==> config.mk <==
export PLATFORM = sky130hd
export DESIGN_NAME = eeprom_write_front
export DESIGN_NICKNAME = d
export VERILOG_FILES = /design/src/rtl/ee_wr_pkg.sv /design/src/rtl/ee_bus_sampler.sv /design/src/rtl/ee_bit_shifter.sv /design/src/rtl/ee_page_addr.sv /design/src/rtl/eeprom_write_front.sv
export SDC_FILE = /design/constraint.sdc
export NUM_CORES = 1
export LEC_CHECK = 0
export ABC_AREA = 0
export BUFFER_PORTS_ARGS = -buffer_cell sky130_fd_sc_hd__buf_2
export CAP_MARGIN = 20
export CORE_MARGIN = 1
export CORE_UTILIZATION = 30
export CTS_BUF_LIST = sky130_fd_sc_hd__clkbuf_8
export CTS_CLUSTER_DIAMETER = 120
export CTS_CLUSTER_SIZE = 12
export DETAILED_ROUTE_END_ITERATION = 12
export GPL_ROUTABILITY_DRIVEN = 0
export MAX_ROUTING_LAYER = met4
export SYNTH_ARGS = -nofsm -noshare
export SYNTH_HDL_FRONTEND = slang
export SYNTH_SLANG_ARGS = --single-unit
export TNS_END_PERCENT = 50
==> constraint.sdc <==
create_clock -name clk -period 2.4 [get_ports clk]
set_input_delay 0.72 -clock clk [delete_from_list [all_inputs] [get_ports clk]]
set_output_delay 0.72 -clock clk [all_outputs]
set_load 0.1 [all_outputs]
==> src/rtl/ee_wr_pkg.sv <==
package ee_wr_pkg;
  localparam int BYTE_W = 8;

  typedef enum logic [2:0] {
    ST_IDLE,
    ST_SEL,
    ST_AHI,
    ST_ALO,
    ST_DATA,
    ST_RD
  } wr_state_e;
endpackage

==> src/rtl/ee_bus_sampler.sv <==
module ee_bus_sampler #(
  parameter int SYNC_STAGES = 2
) (
  input  logic clk,
  input  logic rst_n,
  input  logic scl_i,
  input  logic sda_i,
  output logic sda_s,
  output logic scl_rise,
  output logic scl_fall,
  output logic start_det,
  output logic stop_det
);
  logic [SYNC_STAGES-1:0] scl_sync, sda_sync;
  logic [SYNC_STAGES-1:0] scl_sync_d, sda_sync_d;
  logic scl_q, sda_q, scl_s;

  always_comb begin
    scl_sync_d = {scl_sync[SYNC_STAGES-2:0], scl_i};
    sda_sync_d = {sda_sync[SYNC_STAGES-2:0], sda_i};
  end

  always_ff @(posedge clk or negedge rst_n) begin
    if (!rst_n) begin
      scl_sync <= '1;
      sda_sync <= '1;
      scl_q    <= 1'b1;
      sda_q    <= 1'b1;
    end else begin
      scl_sync <= scl_sync_d;
      sda_sync <= sda_sync_d;
      scl_q    <= scl_sync[SYNC_STAGES-1];
      sda_q    <= sda_sync[SYNC_STAGES-1];
    end
  end

  assign scl_s     = scl_sync[SYNC_STAGES-1];
  assign sda_s     = sda_sync[SYNC_STAGES-1];
  assign scl_rise  = scl_s & ~scl_q;
  assign scl_fall  = ~scl_s & scl_q;
  assign start_det = scl_s & scl_q & ~sda_s & sda_q;
  assign stop_det  = scl_s & scl_q & sda_s & ~sda_q;
endmodule

==> src/rtl/ee_bit_shifter.sv <==
module ee_bit_shifter #(
  parameter int BITS = 8,
  localparam int CW = $clog2(BITS + 2)
) (
  input  logic            clk,
  input  logic            rst_n,
  input  logic            scl_rise,
  input  logic            scl_fall,
  input  logic            frame_rst,
  input  logic            sda_s,
  output logic [BITS-1:0] byte_q,
  output logic            byte_done,
  output logic [CW-1:0]   slot_cnt
);
  localparam logic [CW-1:0] LAST_DATA = CW'(BITS - 1);
  localparam logic [CW-1:0] ACK_WAIT  = CW'(BITS);
  localparam logic [CW-1:0] ACK_HELD  = CW'(BITS + 1);

  logic [BITS-1:0] shreg_d;
  logic [CW-1:0]   cnt_d;
  logic            done_d;

  always_comb begin
    shreg_d = byte_q;
    cnt_d   = slot_cnt;
    done_d  = 1'b0;
    if (frame_rst) begin
      cnt_d = '0;
    end else if (scl_rise) begin
      if (slot_cnt < ACK_WAIT) begin
        shreg_d = {byte_q[BITS-2:0], sda_s};
        cnt_d   = slot_cnt + 1'b1;
        done_d  = (slot_cnt == LAST_DATA);
      end else if (slot_cnt == ACK_WAIT) begin
        cnt_d = ACK_HELD;
      end
    end else if (scl_fall && slot_cnt == ACK_HELD) begin
      cnt_d = '0;
    end
  end

  always_ff @(posedge clk or negedge rst_n) begin
    if (!rst_n) begin
      byte_q    <= '0;
      slot_cnt  <= '0;
      byte_done <= 1'b0;
    end else begin
      byte_q    <= shreg_d;
      slot_cnt  <= cnt_d;
      byte_done <= done_d;
    end
  end
endmodule

==> src/rtl/ee_page_addr.sv <==
module ee_page_addr #(
  parameter int ADDR_W     = 16,
  parameter int PAGE_BYTES = 32,
  localparam int PW = $clog2(PAGE_BYTES)
) (
  input  logic              clk,
  input  logic              rst_n,
  input  logic              load,
  input  logic [ADDR_W-1:0] load_val,
  input  logic              incr,
  output logic [ADDR_W-1:0] addr
);
  logic [ADDR_W-1:0] addr_d;

  always_comb begin
    addr_d = addr;
    if (load) begin
      addr_d = load_val;
    end else if (incr) begin
      addr_d = {addr[ADDR_W-1:PW], addr[PW-1:0] + 1'b1};
    end
  end

  always_ff @(posedge clk or negedge rst_n) begin
    if (!rst_n) addr <= '0;
    else        addr <= addr_d;
  end
endmodule

==> src/rtl/eeprom_write_front.sv <==
module eeprom_write_front
  import ee_wr_pkg::*;
#(
  parameter int          ADDR_W      = 16,
  parameter int          PAGE_BYTES  = 32,
  parameter int          SYNC_STAGES = 2,
  parameter logic [3:0]  DEV_TYPE    = 4'b1010
) (
  input  logic              clk,
  input  logic              rst_n,
  input  logic              scl_i,
  input  logic              sda_i,
  input  logic              wc_i,
  input  logic              busy_i,
  input  logic [2:0]        hw_sel_i,
  output logic              sda_oe_o,
  output logic              wr_strobe_o,
  output logic [ADDR_W-1:0] wr_addr_o,
  output logic [7:0]        wr_data_o,
  output logic              commit_o,
  output logic              abort_o
);
  localparam int HI_W = ADDR_W - BYTE_W;
  localparam int CW   = $clog2(BYTE_W + 2);
  localparam logic [CW-1:0] SLOT_ACK_WAIT = CW'(BYTE_W);
  localparam logic [CW-1:0] SLOT_ACK_HELD = CW'(BYTE_W + 1);
  localparam logic [CW-1:0] SLOT_AFTER    = CW'(1);

  // reset: asserted asynchronously, released on the clock
  logic [1:0] rst_pipe;
  logic       rst_int_n;
  always_ff @(posedge clk or negedge rst_n) begin
    if (!rst_n) rst_pipe <= 2'b00;
    else        rst_pipe <= {rst_pipe[0], 1'b1};
  end
  assign rst_int_n = rst_pipe[1];

  logic sda_s, scl_rise, scl_fall, start_det, stop_det;
  logic [BYTE_W-1:0] byte_q;
  logic byte_done;
  logic [CW-1:0] slot_cnt;
  logic [ADDR_W-1:0] cur_addr;

  ee_bus_sampler #(.SYNC_STAGES(SYNC_STAGES)) u_sampler (
    .clk(clk), .rst_n(rst_int_n), .scl_i(scl_i), .sda_i(sda_i),
    .sda_s(sda_s), .scl_rise(scl_rise), .scl_fall(scl_fall),
    .start_det(start_det), .stop_det(stop_det)
  );

  ee_bit_shifter #(.BITS(BYTE_W)) u_shifter (
    .clk(clk), .rst_n(rst_int_n), .scl_rise(scl_rise), .scl_fall(scl_fall),
    .frame_rst(start_det | stop_det), .sda_s(sda_s),
    .byte_q(byte_q), .byte_done(byte_done), .slot_cnt(slot_cnt)
  );

  wr_state_e         state, state_d;
  logic              wc_lat, wc_lat_d;
  logic              ack_en, ack_en_d;
  logic              oe_q, oe_d;
  logic              strobed, strobed_d;
  logic [HI_W-1:0]   hi_q, hi_d;
  logic              stb_d, commit_d, abort_d;
  logic [ADDR_W-1:0] waddr_d;
  logic [7:0]        wdata_d;
  logic              addr_load, addr_incr;
  logic              sel_match;

  ee_page_addr #(.ADDR_W(ADDR_W), .PAGE_BYTES(PAGE_BYTES)) u_addr (
    .clk(clk), .rst_n(rst_int_n), .load(addr_load),
    .load_val({hi_q, byte_q}), .incr(addr_incr), .addr(cur_addr)
  );

  assign sel_match = (byte_q[7:4] == DEV_TYPE) && (byte_q[3:1] == hw_sel_i);

  always_comb begin
    state_d   = state;
    wc_lat_d  = wc_lat;
    ack_en_d  = ack_en;
    oe_d      = oe_q;
    strobed_d = strobed;
    hi_d      = hi_q;
    stb_d     = 1'b0;
    commit_d  = 1'b0;
    abort_d   = 1'b0;
    waddr_d   = wr_addr_o;
    wdata_d   = wr_data_o;
    addr_load = 1'b0;
    addr_incr = 1'b0;

    if (state == ST_SEL || state == ST_AHI || state == ST_ALO) begin
      wc_lat_d = wc_lat | wc_i;
    end

    if (stop_det) begin
      state_d   = ST_IDLE;
      ack_en_d  = 1'b0;
      oe_d      = 1'b0;
      strobed_d = 1'b0;
      if (strobed) begin
        if (state == ST_DATA && slot_cnt == SLOT_AFTER && !busy_i) commit_d = 1'b1;
        else                                                       abort_d  = 1'b1;
      end
    end else if (start_det) begin
      abort_d   = strobed;
      strobed_d = 1'b0;
      ack_en_d  = 1'b0;
      oe_d      = 1'b0;
      wc_lat_d  = wc_i;
      state_d   = busy_i ? ST_IDLE : ST_SEL;
    end else begin
      if (byte_done) begin
        unique case (state)
          ST_SEL: begin
            if (sel_match && !busy_i) begin
              ack_en_d = 1'b1;
              state_d  = byte_q[0] ? ST_RD : ST_AHI;
            end else begin
              ack_en_d = 1'b0;
              state_d  = ST_IDLE;
            end
          end
          ST_AHI: begin
            ack_en_d = 1'b1;
            hi_d     = byte_q[HI_W-1:0];
            state_d  = ST_ALO;
          end
          ST_ALO: begin
            ack_en_d  = 1'b1;
            addr_load = 1'b1;
            state_d   = ST_DATA;
          end
          ST_DATA: begin
            if (!wc_lat && !busy_i) begin
              ack_en_d  = 1'b1;
              stb_d     = 1'b1;
              waddr_d   = cur_addr;
              wdata_d   = byte_q;
              addr_incr = 1'b1;
              strobed_d = 1'b1;
            end else begin
              ack_en_d = 1'b0;
            end
          end
          default: ack_en_d = 1'b0;
        endcase
      end
      if (scl_fall && slot_cnt == SLOT_ACK_WAIT && ack_en) oe_d = 1'b1;
      if (scl_fall && slot_cnt == SLOT_ACK_HELD) begin
        oe_d     = 1'b0;
        ack_en_d = 1'b0;
      end
    end

    if (busy_i) oe_d = 1'b0;
  end

  always_ff @(posedge clk or negedge rst_int_n) begin
    if (!rst_int_n) begin
      state       <= ST_IDLE;
      wc_lat      <= 1'b0;
      ack_en      <= 1'b0;
      oe_q        <= 1'b0;
      strobed     <= 1'b0;
      hi_q        <= '0;
      wr_strobe_o <= 1'b0;
      wr_addr_o   <= '0;
      wr_data_o   <= '0;
      commit_o    <= 1'b0;
      abort_o     <= 1'b0;
    end else begin
      state       <= state_d;
      wc_lat      <= wc_lat_d;
      ack_en      <= ack_en_d;
      oe_q        <= oe_d;
      strobed     <= strobed_d;
      hi_q        <= hi_d;
      wr_strobe_o <= stb_d;
      commit_o    <= commit_d;
      abort_o     <= abort_d;
      if (stb_d) begin
        wr_addr_o <= waddr_d;
        wr_data_o <= wdata_d;
      end
    end
  end

  assign sda_oe_o = oe_q;
endmodule

Word-level counts from Yosys, hierarchy flattened
Cells that the tools add are included.
{ "op_classes": {"addsub": 2, "multipliers": 0, "div": 0, "magnitude_cmp": 1, "n_eq_ne": 11, "shift": 0, "n_mux": 52, "n_bitwise": 16, "n_reduce_logical": 27} }
{ "op_table": {"columns": ["cell", "n"], "rows": [
  ["1-bit two-way mux", 38],
  ["4-bit two-way mux", 5],
  ["16-bit two-way mux", 1],
  ["3-bit two-way mux", 5],
  ["4-bit == test, second input constant", 3],
  ["3-bit nonzero test", 4],
  ["5-bit nonzero test", 2],
  ["3-bit case mux with 3 select lines", 1],
  ["1-bit logical AND", 8],
  ["1-bit bitwise AND", 7],
  ["1-bit inverter", 7],
  ["3-bit by 2-bit == test with 1-bit output, second input constant", 2],
  ["3-bit AND reduction", 2],
  ["6-bit AND reduction", 1],
  ["5-bit by 1-bit adder with 5-bit output, second input constant", 1],
  ["5-bit two-way mux", 1],
  ["4-bit by 1-bit adder with 4-bit output, second input constant", 1],
  ["4-bit by 1-bit == test with 1-bit output, second input constant", 1],
  ["4-bit by 3-bit == test with 1-bit output, second input constant", 1],
  ["4-bit < comparator, second input constant", 1],
  ["4-bit by 1-bit != test with 1-bit output, second input constant", 1],
  ["2-bit AND reduction", 2],
  ["4-bit AND reduction", 1],
  ["4-bit nonzero test", 1],
  ["other kinds (9)", 12]
]} }
{ "totals": {"ff_bits": 79, "latch_bits": 0, "ram_bits": 0, "rom_bits": 0, "inputBits": 9, "out_inout_bits": 28, "n_memories": 0} }

Longest topological paths before layout
Gate-level depths: netlist of the first run.
{ "logic_depth": {"word_depth": 9, "ltp_mapped": 6, "mapped_depth_nobuf": 6} }

By module
From an unflattened synthesis of the first run, not the netlist that was laid out.
{ "hier_totals": {"hier_cells": 235, "hier_area_um2": 3378.2} }
{ "modules_own_cells": {"columns": ["mod", "instances", "cells_each", "area_per_inst_um2"], "rows": [
  ["eeprom_write_front", 1, 130, 1900.6],
  ["ee_page_addr", 1, 48, 654.4],
  ["ee_bit_shifter", 1, 47, 633.1],
  ["ee_bus_sampler", 1, 10, 190.2]
]} }

Least setup slack after synthesis of the first run
OpenSTA, ideal clock, no wires.
{ "synth_path": {"kind": "input-to-reg", "startpoint": "input port busy_i", "endpoint": "register wr_addr_o[10]", "setup_ps": 126, "arrival_ps": 1630, "path_slack_ps": 644, "cell_stages": 4, "path_buffers": 1, "cell_sequence": "nor4b_4 o211ai_4 buf_4 mux2_2"} }
{ "synth_via": {"elab_chain_cells": 8} }
{ "synth_lines": {"columns": ["item", "line_no", "source"], "rows": [
  ["start, declared", "eeprom_write_front.sv:14", "input logic busy_i,"],
  ["1-bit zero test (*)", "eeprom_write_front.sv:133", "if (!wc_lat && !busy_i) begin"],
  ["1-bit logical AND (*)", "eeprom_write_front.sv:133", null],
  ["1-bit two-way mux", "eeprom_write_front.sv:133", null],
  ["1-bit two-way mux", "eeprom_write_front.sv:112", "unique case (state)"],
  ["1-bit two-way mux", "eeprom_write_front.sv:111", "if (byte_done) begin"],
  ["1-bit two-way mux", "eeprom_write_front.sv:103", "end else if (start_det) begin"],
  ["1-bit two-way mux", "eeprom_write_front.sv:94", "if (stop_det) begin"],
  ["6-bit AND reduction (no line) (*)", null, null],
  ["end signal, assigned", "eeprom_write_front.sv:181", "wr_addr_o <= waddr_d;"],
  ["end, declared", "eeprom_write_front.sv:18", "output logic [ADDR_W-1:0] wr_addr_o,"]
]} }
Every way passes the cells marked *; elsewhere a longest branch is shown, timed or not.
A chain may end at the register's enable or synchronous reset.

Worst setup path after layout of the first run
{ "layout_path": {"startpoint": "register u_sampler.scl_sync[1]", "endpoint": "register u_addr.addr[1]"} }
{ "layout_via": {"elab_chain_cells": 6, "word_cells_on_any_way": 11} }
{ "layout_lines": {"columns": ["item", "line_no", "source"], "rows": [
  ["start, declared", "ee_bus_sampler.sv:14", "logic [SYNC_STAGES-1:0] scl_sync, sda_sync;"],
  ["start signal, assigned", "ee_bus_sampler.sv:30", "scl_sync <= scl_sync_d;"],
  ["1-bit bitwise AND (*)", "ee_bus_sampler.sv:41, ee_bus_sampler.sv:42", null],
  ["1-bit bitwise AND (2 in series)", "ee_bus_sampler.sv:41", "assign start_det = scl_s & scl_q & ~sda_s & sda_q;"],
  ["1-bit two-way mux", "eeprom_write_front.sv:103", null],
  ["1-bit two-way mux (*)", "eeprom_write_front.sv:94", null],
  ["named net addr_incr", "eeprom_write_front.sv:65", "logic addr_load, addr_incr;"],
  ["2-bit nonzero test (no line) (*)", null, null],
  ["end signal, assigned", "ee_page_addr.sv:26", "else addr <= addr_d;"],
  ["end, declared", "ee_page_addr.sv:11", "output logic [ADDR_W-1:0] addr"]
]} }
The timed path passes the listed nets; every way through them passes the cells marked *. The select of a mux whose other input is x is not followed.

==> flow_summary.json, run 1 <==
{
  "cts_buffers": 9,
  "nNetsFinal": 291,
  "io_buffers": 36,
  "io_pins": 37,
  "setup_viol": 0,
  "cts_root_buffer": "clkbuf_8",
  "synthDistinctLibCells": 48,
  "p_int_mw": 1.90,
  "syn_area_mm2": 0.00328,
  "avgViaCountPerCell": 4.71,
  "area_growth_pct": 16.0,
  "seqCellArea_mm2": 0.00199,
  "synth_seq_area_share_pct": 60.4,
  "cp-end-kind": "flip-flop",
  "cts_sinks": 79,
  "yosys-top-cells-count": "dfrtp_1 (73), mux2_2 (51), nor2_1 (9)",
  "grt.total_usage_pct": 12.5,
  "final_layout_size_suffix_gt1_share_pct": 43.1,
  "syn_inst": 231,
  "cp.required_ns": 2.64,
  "ir_drop_mv": 0.223,
  "hold_ws_ns": 0.140,
  "clk_latency_ns": 0.36,
  "use_met1_pct": 16.0,
  "final.setup.tns_ns": 0,
  "async_reset_ff_share_pct": 100,
  "synth_top_area_share_pct": 55.6,
  "drtIter0Drc": 79,
  "grt_use_met3_pct": 3.40,
  "holdCritPathClass": "input pin to asynchronous set/reset pin",
  "fmax_ghz": 0.483,
  "htree_num_levels": 3,
  "grt_overflow_total": 0,
  "design.die.area_mm2": 0.0114,
  "drv_cap": 0,
  "multiInputGateArea_mm2": 0.00121,
  "ys_seq_elements": 79,
  "p_sw_uw": 662,
  "r2r_end": "u_addr.addr[1]",
  "antenna_found_initial": 0,
  "tightest_slew_ns": 0.528,
  "die_h_um": 107,
  "seqPwrFrac_pct": 59.9,
  "synth-edff-count": 0,
  "post-route-period-util_pct": 86.2,
  "regToRegSetupSlack_ns": 0.33,
  "drt_wl_total_mm": 6.11,
  "postCtsSetupBuffers": 0,
  "clkSlewWorstSetupHoldPaths_ns": 0.07,
  "worst-r2r-cell-count": 5,
  "post-dp-hpwl_mm": 4.27,
  "syn-num-nets": 244,
  "rsz0062_at_grt": "false",
  "r2r-start": "u_sampler.scl_sync[1]",
  "pwr-share-comb_pct": 7.3,
  "clockBufferDepth": 2,
  "grt_max_degree": 44,
  "yosys.area.top_type": "dfrtp_1",
  "netlist_top_cells_area": "dfrtp_1 (56%), mux2_2 (17%), dfstp_2 (4.8%), ha_1 (1.5%), a221o_1 (1.2%)",
  "met2_usage_pct": 18.2,
  "core_area_mm2": 0.0105,
  "slew_headroom_pct": 64.6,
  "post_drt_wl_per_cell_um": 14.6,
  "critPathMaxFanout": 15,
  "finalHoldViolations": 0,
  "p_sw_share_pct": 25.9,
  "power.leakage_nw": 1.90,
  "grt_pass1_vias": 2065,
  "die_x_um": 107,
  "cts-hold-fix-buffers": 0,
  "drt_first_pass_iters": 5,
  "arrival_ns": 2.31,
  "cts_tree": "done",
  "busiest_layer": "met2",
  "placementRows": 37,
  "avgSynthCellArea_um2": 14.2,
  "vias": 1964,
  "drcViolationCount": 0,
  "slew_viol_final": 0,
  "powerDensity_mw_per_mm2": 672,
  "critPathKind": "flip-flop to flip-flop",
  "finClkSkew_ns": 0.00750,
  "initial_utilization_pct": 31.4,
  "cts_resized": 0,
  "status": "complete, no violations",
  "ant_nets": 0,
  "final.min_clock_period_ns": 2.07,
  "ys_warn_count": 0,
  "fillers": 1049,
  "num_antenna_cells": 0,
  "post-synth-top-count-cell": "dfrtp_1",
  "ys.flop_type": "dfrtp_1",
  "cp-start-kind": "flip-flop",
  "grt_pass1_wl_mm": 10.4,
  "clockPowerShare_pct": 32.8
}
## cells by family after synthesis
kind of cell | Yosys count | synth area share (%)
AO/OA/AOI/OAI | 29 | 6.82
adder cells (fa/ha/maj) | 4 | 1.52
other | 1 | 0.114
XOR/XNOR | 5 | 1.56
multiplexers | 54 | 18.4
flip-flops | 79 | 60.4
buffers and inverters | 15 | 2.59
AND/OR/NAND/NOR | 44 | 8.54
## routing by layer
metal	wire [µm]	vias to the layer above
met1	2870	1001
li1	-	918
met5	0	-
met3	216	9
met2	2920	36
met4	98	0
## cells in the final DEF (no fill, tap or decap), types with 3 or more instances in the layout
cell type and n:
buf_2 36, dfstp_2 6, nand2b_1 3, a21oi_1 7, nor3b_1 3, mux2i_1 3
ha_1 4, dfrtp_1 72, o21ai_0 6, xor2_1 3, inv_1 8, buf_4 6
nand2_1 7, nor2_1 9, mux2_2 51, a221o_1 4, clkbuf_8 10, and3_1 3
## worst max-delay path by stage
stage                                from             end  slack (ns)  cells after the start
floorplan                     rst_pipe[1]         abort_o        0.05                      0
global placement                   busy_i        commit_o        0.32                      4
detailed placement                 busy_i    wr_addr_o[5]        0.28                      5
CTS                 u_sampler.scl_sync[1]    wr_addr_o[5]        0.31                      4
global route        u_sampler.scl_sync[1]    wr_addr_o[5]        0.18                      4
finish              u_sampler.scl_sync[1]  u_addr.addr[1]        0.33                      5
## power groups by stage
stage / sequential (mW) / combinational (mW) / clock [mW]
2_1_floorplan: 1.52 / 0.138 / 0
4_1_cts: 1.54 / 0.191 / 0.875
3_3_place_gp: 1.56 / 0.184 / 0
5_1_grt: 1.55 / 0.215 / 0.930
6_report: 1.53 / 0.187 / 0.840
3_5_place_dp: 1.56 / 0.190 / 0
## critical path, stage by stage (launching register included)
cell and delay, ns:
dfstp_2 0.58, nand2_1 0.18, o211ai_4 0.52, buf_4 0.28, inv_2 0.05, a221o_1 0.34
## state kept, by name (all words and copies together), names as in the netlist
| register | flops |
|---|---|
| u_addr.addr | 16 |
| wr_addr_o | 16 |
| hi_q | 8 |
| u_shifter.byte_q | 8 |
| wr_data_o | 8 |
| u_shifter.slot_cnt | 4 |
| state | 3 |
| rst_pipe | 2 |
| u_sampler.scl_sync | 2 |
| u_sampler.sda_sync | 2 |
| abort_o | 1 |
| ack_en | 1 |
| commit_o | 1 |
| sda_oe_o | 1 |
| strobed | 1 |
| u_sampler.scl_q | 1 |
| u_sampler.sda_q | 1 |
| u_shifter.byte_done | 1 |
| wc_lat | 1 |
| wr_strobe_o | 1 |
## through the flow
step / cell area (µm²) / setup slack [ns] / power, mW / instances / utilization (%)
after global routing: 3810 / 0.178 / 2.70 / 417 / 36.4
after CTS: 3810 / 0.308 / 2.60 / 417 / 36.4
final: 3810 / 0.331 / 2.56 / 417 / 36.4
after floorplan: 3280 / 0.0474 / 1.66 / 231 / -
after detailed placement: 3650 / 0.283 / 1.75 / 403 / 34.9
after global placement: 3650 / 0.320 / 1.74 / 403 / 34.9
## area by class of cell
type	instances	area share, %
clock buffers	10	3.61
clock inverters	4	0.657
inverters	8	0.788
multi-input cells	137	31.9
flip-flops and latches	79	52.2
well taps	136	4.47
repair buffers	43	6.44
Note: power is estimated with default switching activity, not from simulation.
==> inputs of run 2 (changes only) <==
--- a/config.mk
+++ b/config.mk
@@ -8,7 +8,7 @@
 export ABC_AREA = 0
 export BUFFER_PORTS_ARGS = -buffer_cell sky130_fd_sc_hd__buf_2
 export CAP_MARGIN = 20
-export CORE_MARGIN = 1
+export CORE_MARGIN = 2
 export CORE_UTILIZATION = 30
 export CTS_BUF_LIST = sky130_fd_sc_hd__clkbuf_8
 export CTS_CLUSTER_DIAMETER = 120
==> run 2 against run 1 <==
First-iteration DRC count stayed put. Non-clock buffer count stayed put. Largest cell class unchanged. Sequential cell count stayed put. Combinational power hardly changed. Clock-buffer cell count is 1 lower. Clock power is 12% higher. Critical endpoint is now wr_addr_o[5]. Sequential share of layout area is 0.42 points lower.
==> flow_summary.json, run 2 (synthesis gave the netlist of run 1 again) <==
{
  "holdCritPathClass": "input pin to asynchronous set/reset pin",
  "tightest_slew_ns": 0.638,
  "setup_ws_ns": 0.255,
  "critPathKind": "flip-flop to flip-flop",
  "post-dp-hpwl_mm": 4.33,
  "slew_viol_final": 0,
  "vias": 1993,
  "fillers": 1078,
  "post_drt_wl_per_cell_um": 14.6,
  "slew_headroom_pct": 57.3,
  "grt.total_usage_pct": 11.8,
  "reg_top3": "u_addr.addr (16), wr_addr_o (16)",
  "initial_utilization_pct": 30.6,
  "finalHoldViolations": 0,
  "cts_sinks": 79,
  "finalPower_mw": 2.67,
  "antenna_found_initial": 0,
  "ir_drop_mv": 0.418,
  "pre_cts_slack_ns": 0.251,
  "nNetsFinal": 291,
  "fmax_ghz": 0.466,
  "postCtsSetupBuffers": 0,
  "design.die.area_mm2": 0.0118,
  "cp.required_ns": 2.63,
  "drt_wl_total_mm": 6.17,
  "seqCellArea_mm2": 0.00199,
  "avgViaCountPerCell": 4.71,
  "finClkSkew_ns": 0.0122,
  "drv_cap": 0,
  "area_growth_pct": 17.0,
  "setup_viol": 0,
  "cp-end-kind": "flip-flop",
  "drcViolationCount": 0,
  "final.min_clock_period_ns": 2.14,
  "die_x_um": 109,
  "grt_max_degree": 45,
  "cts_tree": "done",
  "cts_resized": 0,
  "clk_latency_ns": 0.35,
  "clockBufferDepth": 2,
  "die_h_um": 109,
  "grt_overflow_total": 0,
  "clkSlewWorstSetupHoldPaths_ns": 0.08,
  "grt_pass1_wl_mm": 10.2,
  "htree_num_levels": 3,
  "core_area_mm2": 0.0107,
  "ant_nets": 0,
  "rsz0062_at_grt": "false",
  "io_pins": 37,
  "post-route-period-util_pct": 89.4,
  "num_antenna_cells": 0,
  "cts_root_buffer": "clkbuf_8",
  "cp-start-kind": "flip-flop",
  "final_layout_size_suffix_gt1_share_pct": 43.5,
  "powerDensity_mw_per_mm2": 694,
  "cts_buffers": 9,
  "grt_pass1_vias": 1933,
  "critPathMaxFanout": 17,
  "final_cell_mix": "dfrtp_1 (72), mux2_2 (51), buf_2 (36)",
  "multiInputGateArea_mm2": 0.00121,
  "cts-hold-fix-buffers": 0,
  "power.leakage_nw": 1.92,
  "drtIter0Drc": 79,
  "status": "complete, no violations",
  "layout_commonest_cell": "dfrtp_1",
  "arrival_ns": 2.38,
  "placementRows": 38,
  "io_buffers": 36,
  "final.setup.tns_ns": 0,
  "drt_first_pass_iters": 4
}
## run 2: cell types whose count changed in the layout (fill, tap and decap cells not counted)
| cell | change |
|---|---|
| bufinv_16 | +1 |
| clkbuf_8 | -1 |
| clkinv_2 | +2 |
## run 2: final timing paths
check,slack [ns],endpoint,start,cells past startpoint
worst min-delay path,0.14,rst_pipe[1],rst_n,1
worst max register to register,0.26,wr_addr_o[5],u_sampler.scl_sync[1],4
worst min register to register,0.29,u_addr.addr[13],rst_pipe[1],0
max in group asynchronous,1.47,u_sampler.scl_q,rst_pipe[1],1
worst max-delay path,0.26,wr_addr_o[5],u_sampler.scl_sync[1],4
min in group clk,0.36,u_sampler.sda_sync[1],u_sampler.sda_sync[0],0
## run 2: report_power, final
| group | internal, mW | switching (mW) | total, mW |
|---|---|---|---|
| registers | 1.41 | 0.128 | 1.54 |
| clock network | 0.473 | 0.472 | 0.945 |
| logic | 0.101 | 0.0843 | 0.186 |
## run 2: per-layer routing
layer  track usage (%)  routed length [µm]  vias up
li1                  -                   -      926
met1              16.2                3070     1023
met2              16.1                2690       39
met3              4.72                 343        5
met4              3.57                  61        0
met5                 -                   0        -
## run 2: per-stage QoR
step | hold WS [ns] | area, µm² | util (%) | instances
floorplan | 0.331 | 3280 | - | 231
global placement | 0.295 | 3650 | 34.0 | 407
detailed placement | 0.303 | 3650 | 34.0 | 407
CTS | 0.112 | 3840 | 35.7 | 423
global route | 0.105 | 3840 | 35.7 | 423
finish | 0.139 | 3840 | 35.7 | 423
## run 2: critical path, cell delays in order (launching register included)
cell	delay, ns
dfstp_2	0.58
nand2_1	0.18
o211ai_4	0.59
buf_4	0.32
mux2_2	0.35
## run 2: final cells by class
| cell class | instances | area share (%) |
|---|---|---|
| multi-input combinational | 137 | 31.6 |
| timing repair buffer | 43 | 6.38 |
| sequential | 79 | 51.8 |
| clock inverter | 7 | 1.69 |
| clock buffer | 9 | 3.22 |
| tap | 140 | 4.56 |
| inverter | 8 | 0.782 |
==> inputs of run 3 (changes only) <==
--- a/config.mk
+++ b/config.mk
@@ -18,5 +18,6 @@
 export MAX_ROUTING_LAYER = met4
 export SYNTH_ARGS = -nofsm -noshare
 export SYNTH_HDL_FRONTEND = slang
+export SYNTH_HIERARCHICAL = 1
 export SYNTH_SLANG_ARGS = --single-unit
 export TNS_END_PERCENT = 50
==> run 3 against run 2 <==
Total power increased by 12%. Core utilization increased by 0.36 points. Cell area increased by 2.8%. Final cell count increased by 1.2%. Wire length increased by 0.32%. Sequential cell count unchanged. Register-to-register slack improved by 0.06 ns. Combinational power increased by 78%. Clock-buffer cell count unchanged.
==> flow_summary.json, run 3 <==
{
  "cp-end-kind": "flip-flop",
  "cts_root_buffer": "clkbuf_8",
  "seqPwrFrac_pct": 54.8,
  "ys.flop_type": "dfrtp_1",
  "tightest_slew_ns": 0.520,
  "synthDistinctLibCells": 43,
  "critPathMaxFanout": 14,
  "netlist_top_cells_area": "dfrtp_1 (54%), mux2_4 (12%), mux2_2 (8.3%), dfstp_2 (4.7%), xor2_1 (1.8%)",
  "drcViolationCount": 0,
  "post_drt_wl_per_cell_um": 14.5,
  "clockPowerShare_pct": 34.2,
  "htree_num_levels": 3,
  "grt_max_degree": 34,
  "postCtsSetupBuffers": 0,
  "p_sw_share_pct": 28.9,
  "final.min_clock_period_ns": 2.09,
  "arrival_ns": 2.37,
  "critPathMaxStageDelay_ns": 0.55,
  "ys_warn_count": 6,
  "io_pins": 37,
  "critPathKind": "flip-flop to flip-flop",
  "synth-edff-count": 0,
  "power.leakage_nw": 1.91,
  "cts_resized": 0,
  "drtIter0Drc": 93,
  "final.setup.tns_ns": 0,
  "hold_ws_ns": 0.132,
  "async_reset_ff_share_pct": 100,
  "final_cell_mix": "dfrtp_1 (72), buf_2 (36), mux2_4 (26)",
  "yosys.area.top_type": "dfrtp_1",
  "clk_latency_ns": 0.36,
  "initial_utilization_pct": 30.9,
  "status": "complete, no violations",
  "antenna_found_initial": 0,
  "final_layout_size_suffix_gt1_share_pct": 42.7,
  "finClkSkew_ns": 0.0123,
  "grt.total_usage_pct": 11.6,
  "critPathTopFamily": "simple AND/OR/NAND/NOR gates",
  "ir_drop_mv": 0.285,
  "grt_overflow_total": 0,
  "vias": 1983,
  "layout_commonest_cell": "dfrtp_1",
  "cts_buffers": 9,
  "syn-num-nets": 248,
  "drt_wl_total_mm": 6.19,
  "powerDensity_mw_per_mm2": 758,
  "io_buffers": 36,
  "cts_tree": "done",
  "cts_sinks": 79,
  "crit_chain": "and4b_1 -> nor2_1 -> and3_2 -> buf_4 -> nand4_1 -> xor2_1 -> o21ai_1",
  "ant_nets": 0,
  "post-dp-hpwl_mm": 4.31,
  "num_antenna_cells": 0,
  "nNetsFinal": 296,
  "clkSlewWorstSetupHoldPaths_ns": 0.08,
  "post-synth-top-count-cell": "dfrtp_1",
  "p_sw_uw": 866,
  "area_growth_pct": 16.9,
  "synth_top_area_share_pct": 54.1,
  "avgSynthCellArea_um2": 14.4,
  "cp-start-kind": "flip-flop",
  "reg_top3": "u_addr/addr (16), wr_addr_o (16)",
  "drt_first_pass_iters": 7,
  "p_int_mw": 2.13,
  "slew_headroom_pct": 65.1,
  "drv_cap": 0,
  "path_buf_inv": 1,
  "cts-hold-fix-buffers": 0,
  "fmax_ghz": 0.479,
  "pwr-share-comb_pct": 11.1,
  "core_area_mm2": 0.0109,
  "setup_viol": 0,
  "cp.required_ns": 2.68,
  "grt_pass1_vias": 2059,
  "holdCritPathClass": "input pin to asynchronous set/reset pin",
  "die_h_um": 110,
  "syn_inst": 235,
  "syn_area_mm2": 0.00338,
  "clockBufferDepth": 2,
  "grt_pass1_wl_mm": 10.3,
  "rsz0062_at_grt": "false",
  "placementRows": 38,
  "avgViaCountPerCell": 4.63,
  "design.die.area_mm2": 0.0121,
  "slew_viol_final": 0,
  "die_x_um": 110,
  "yosys-top-cells-count": "dfrtp_1 (73), mux2_4 (26), mux2_2 (25)",
  "ys_seq_elements": 79,
  "synth_seq_area_share_pct": 58.7,
  "crit_slowest_cell": "dfstp_2",
  "post-route-period-util_pct": 87.0,
  "finalHoldViolations": 0
}
==> run 3: changes by cell type after synthesis, moves of 4 or more <==
cell	change
a221o_1	-4
mux2_2	-26
mux2_4	+26
nor2b_1	+4
xor2_1	+4
==> run 3: cells by family (layout without fill, tap and decap cells) <==
kind of cell | after synthesis | count (layout) | share of synthesized area, %
DFF | 79 | 79 | 58.7
xor gates and xnor gates | 10 | 10 | 2.59
and+or+nand+nor | 52 | 52 | 9.30
buffers and inverters | 11 | 64 | 2.78
muxes | 52 | 52 | 20.2
adders and majority gates | 4 | 4 | 1.48
AOI/OAI and AO/OA | 26 | 26 | 4.81
other | 1 | 1 | 0.111
==> run 3: final cells by class <==
| cell class | count | area (µm²) |
|---|---|---|
| fill | 1060 | 6990 |
| sequential | 79 | 1990 |
| timing repair buffer | 44 | 265 |
| clock inverter | 7 | 80.1 |
| clock buffer | 9 | 124 |
| multi-input combinational | 145 | 1300 |
| tap | 140 | 175 |
| inverter | 4 | 15.0 |
==> run 3: path summary, 6_finish.rpt <==
path | startpoint | end | slack (ns) | cells past startpoint
max in group asynchronous | rst_pipe[1] | wr_addr_o[10] | 1.52 | 1
hold / removal | rst_n | rst_pipe[1] | 0.13 | 1
min in group clk | rst_pipe[0] | rst_pipe[1] | 0.36 | 0
setup / recovery | u_sampler/sda_sync[1] | u_addr/addr[4] | 0.31 | 7
setup reg to reg | u_sampler/sda_sync[1] | u_addr/addr[4] | 0.31 | 7
hold reg to reg | rst_pipe[1] | wr_addr_o[0] | 0.28 | 0
==> run 3: per-layer routing <==
metal  share of wire, %  up-vias  wire, µm  track usage, %
met4                2.1        0       131            5.00
met5                  0        -         0               -
li1                   -      935         -               -
met3                4.6       13       284            3.35
met1                 46      990      2840            14.3
met2                 47       45      2930            17.7
==> run 3: metrics by stage <==
stage	setup WS (ns)	area, µm²	instances	util, %	power [mW]
after global placement	0.345	3740	412	34.2	1.98
after global routing	0.146	3950	428	36.1	3.15
after detailed placement	0.325	3740	412	34.2	2.00
after floorplan	0.0474	3380	235	-	1.86
final	0.312	3950	428	36.1	2.99
after CTS	0.313	3950	428	36.1	3.04
==> run 3: power by group through the flow <==
stage	Sequential (mW)	Combinational [mW]	Clock, mW
after detailed placement	1.67	0.333	0
final	1.64	0.331	1.02
after floorplan	1.60	0.263	0
after global routing	1.66	0.368	1.12
after global placement	1.67	0.317	0
after CTS	1.64	0.335	1.06
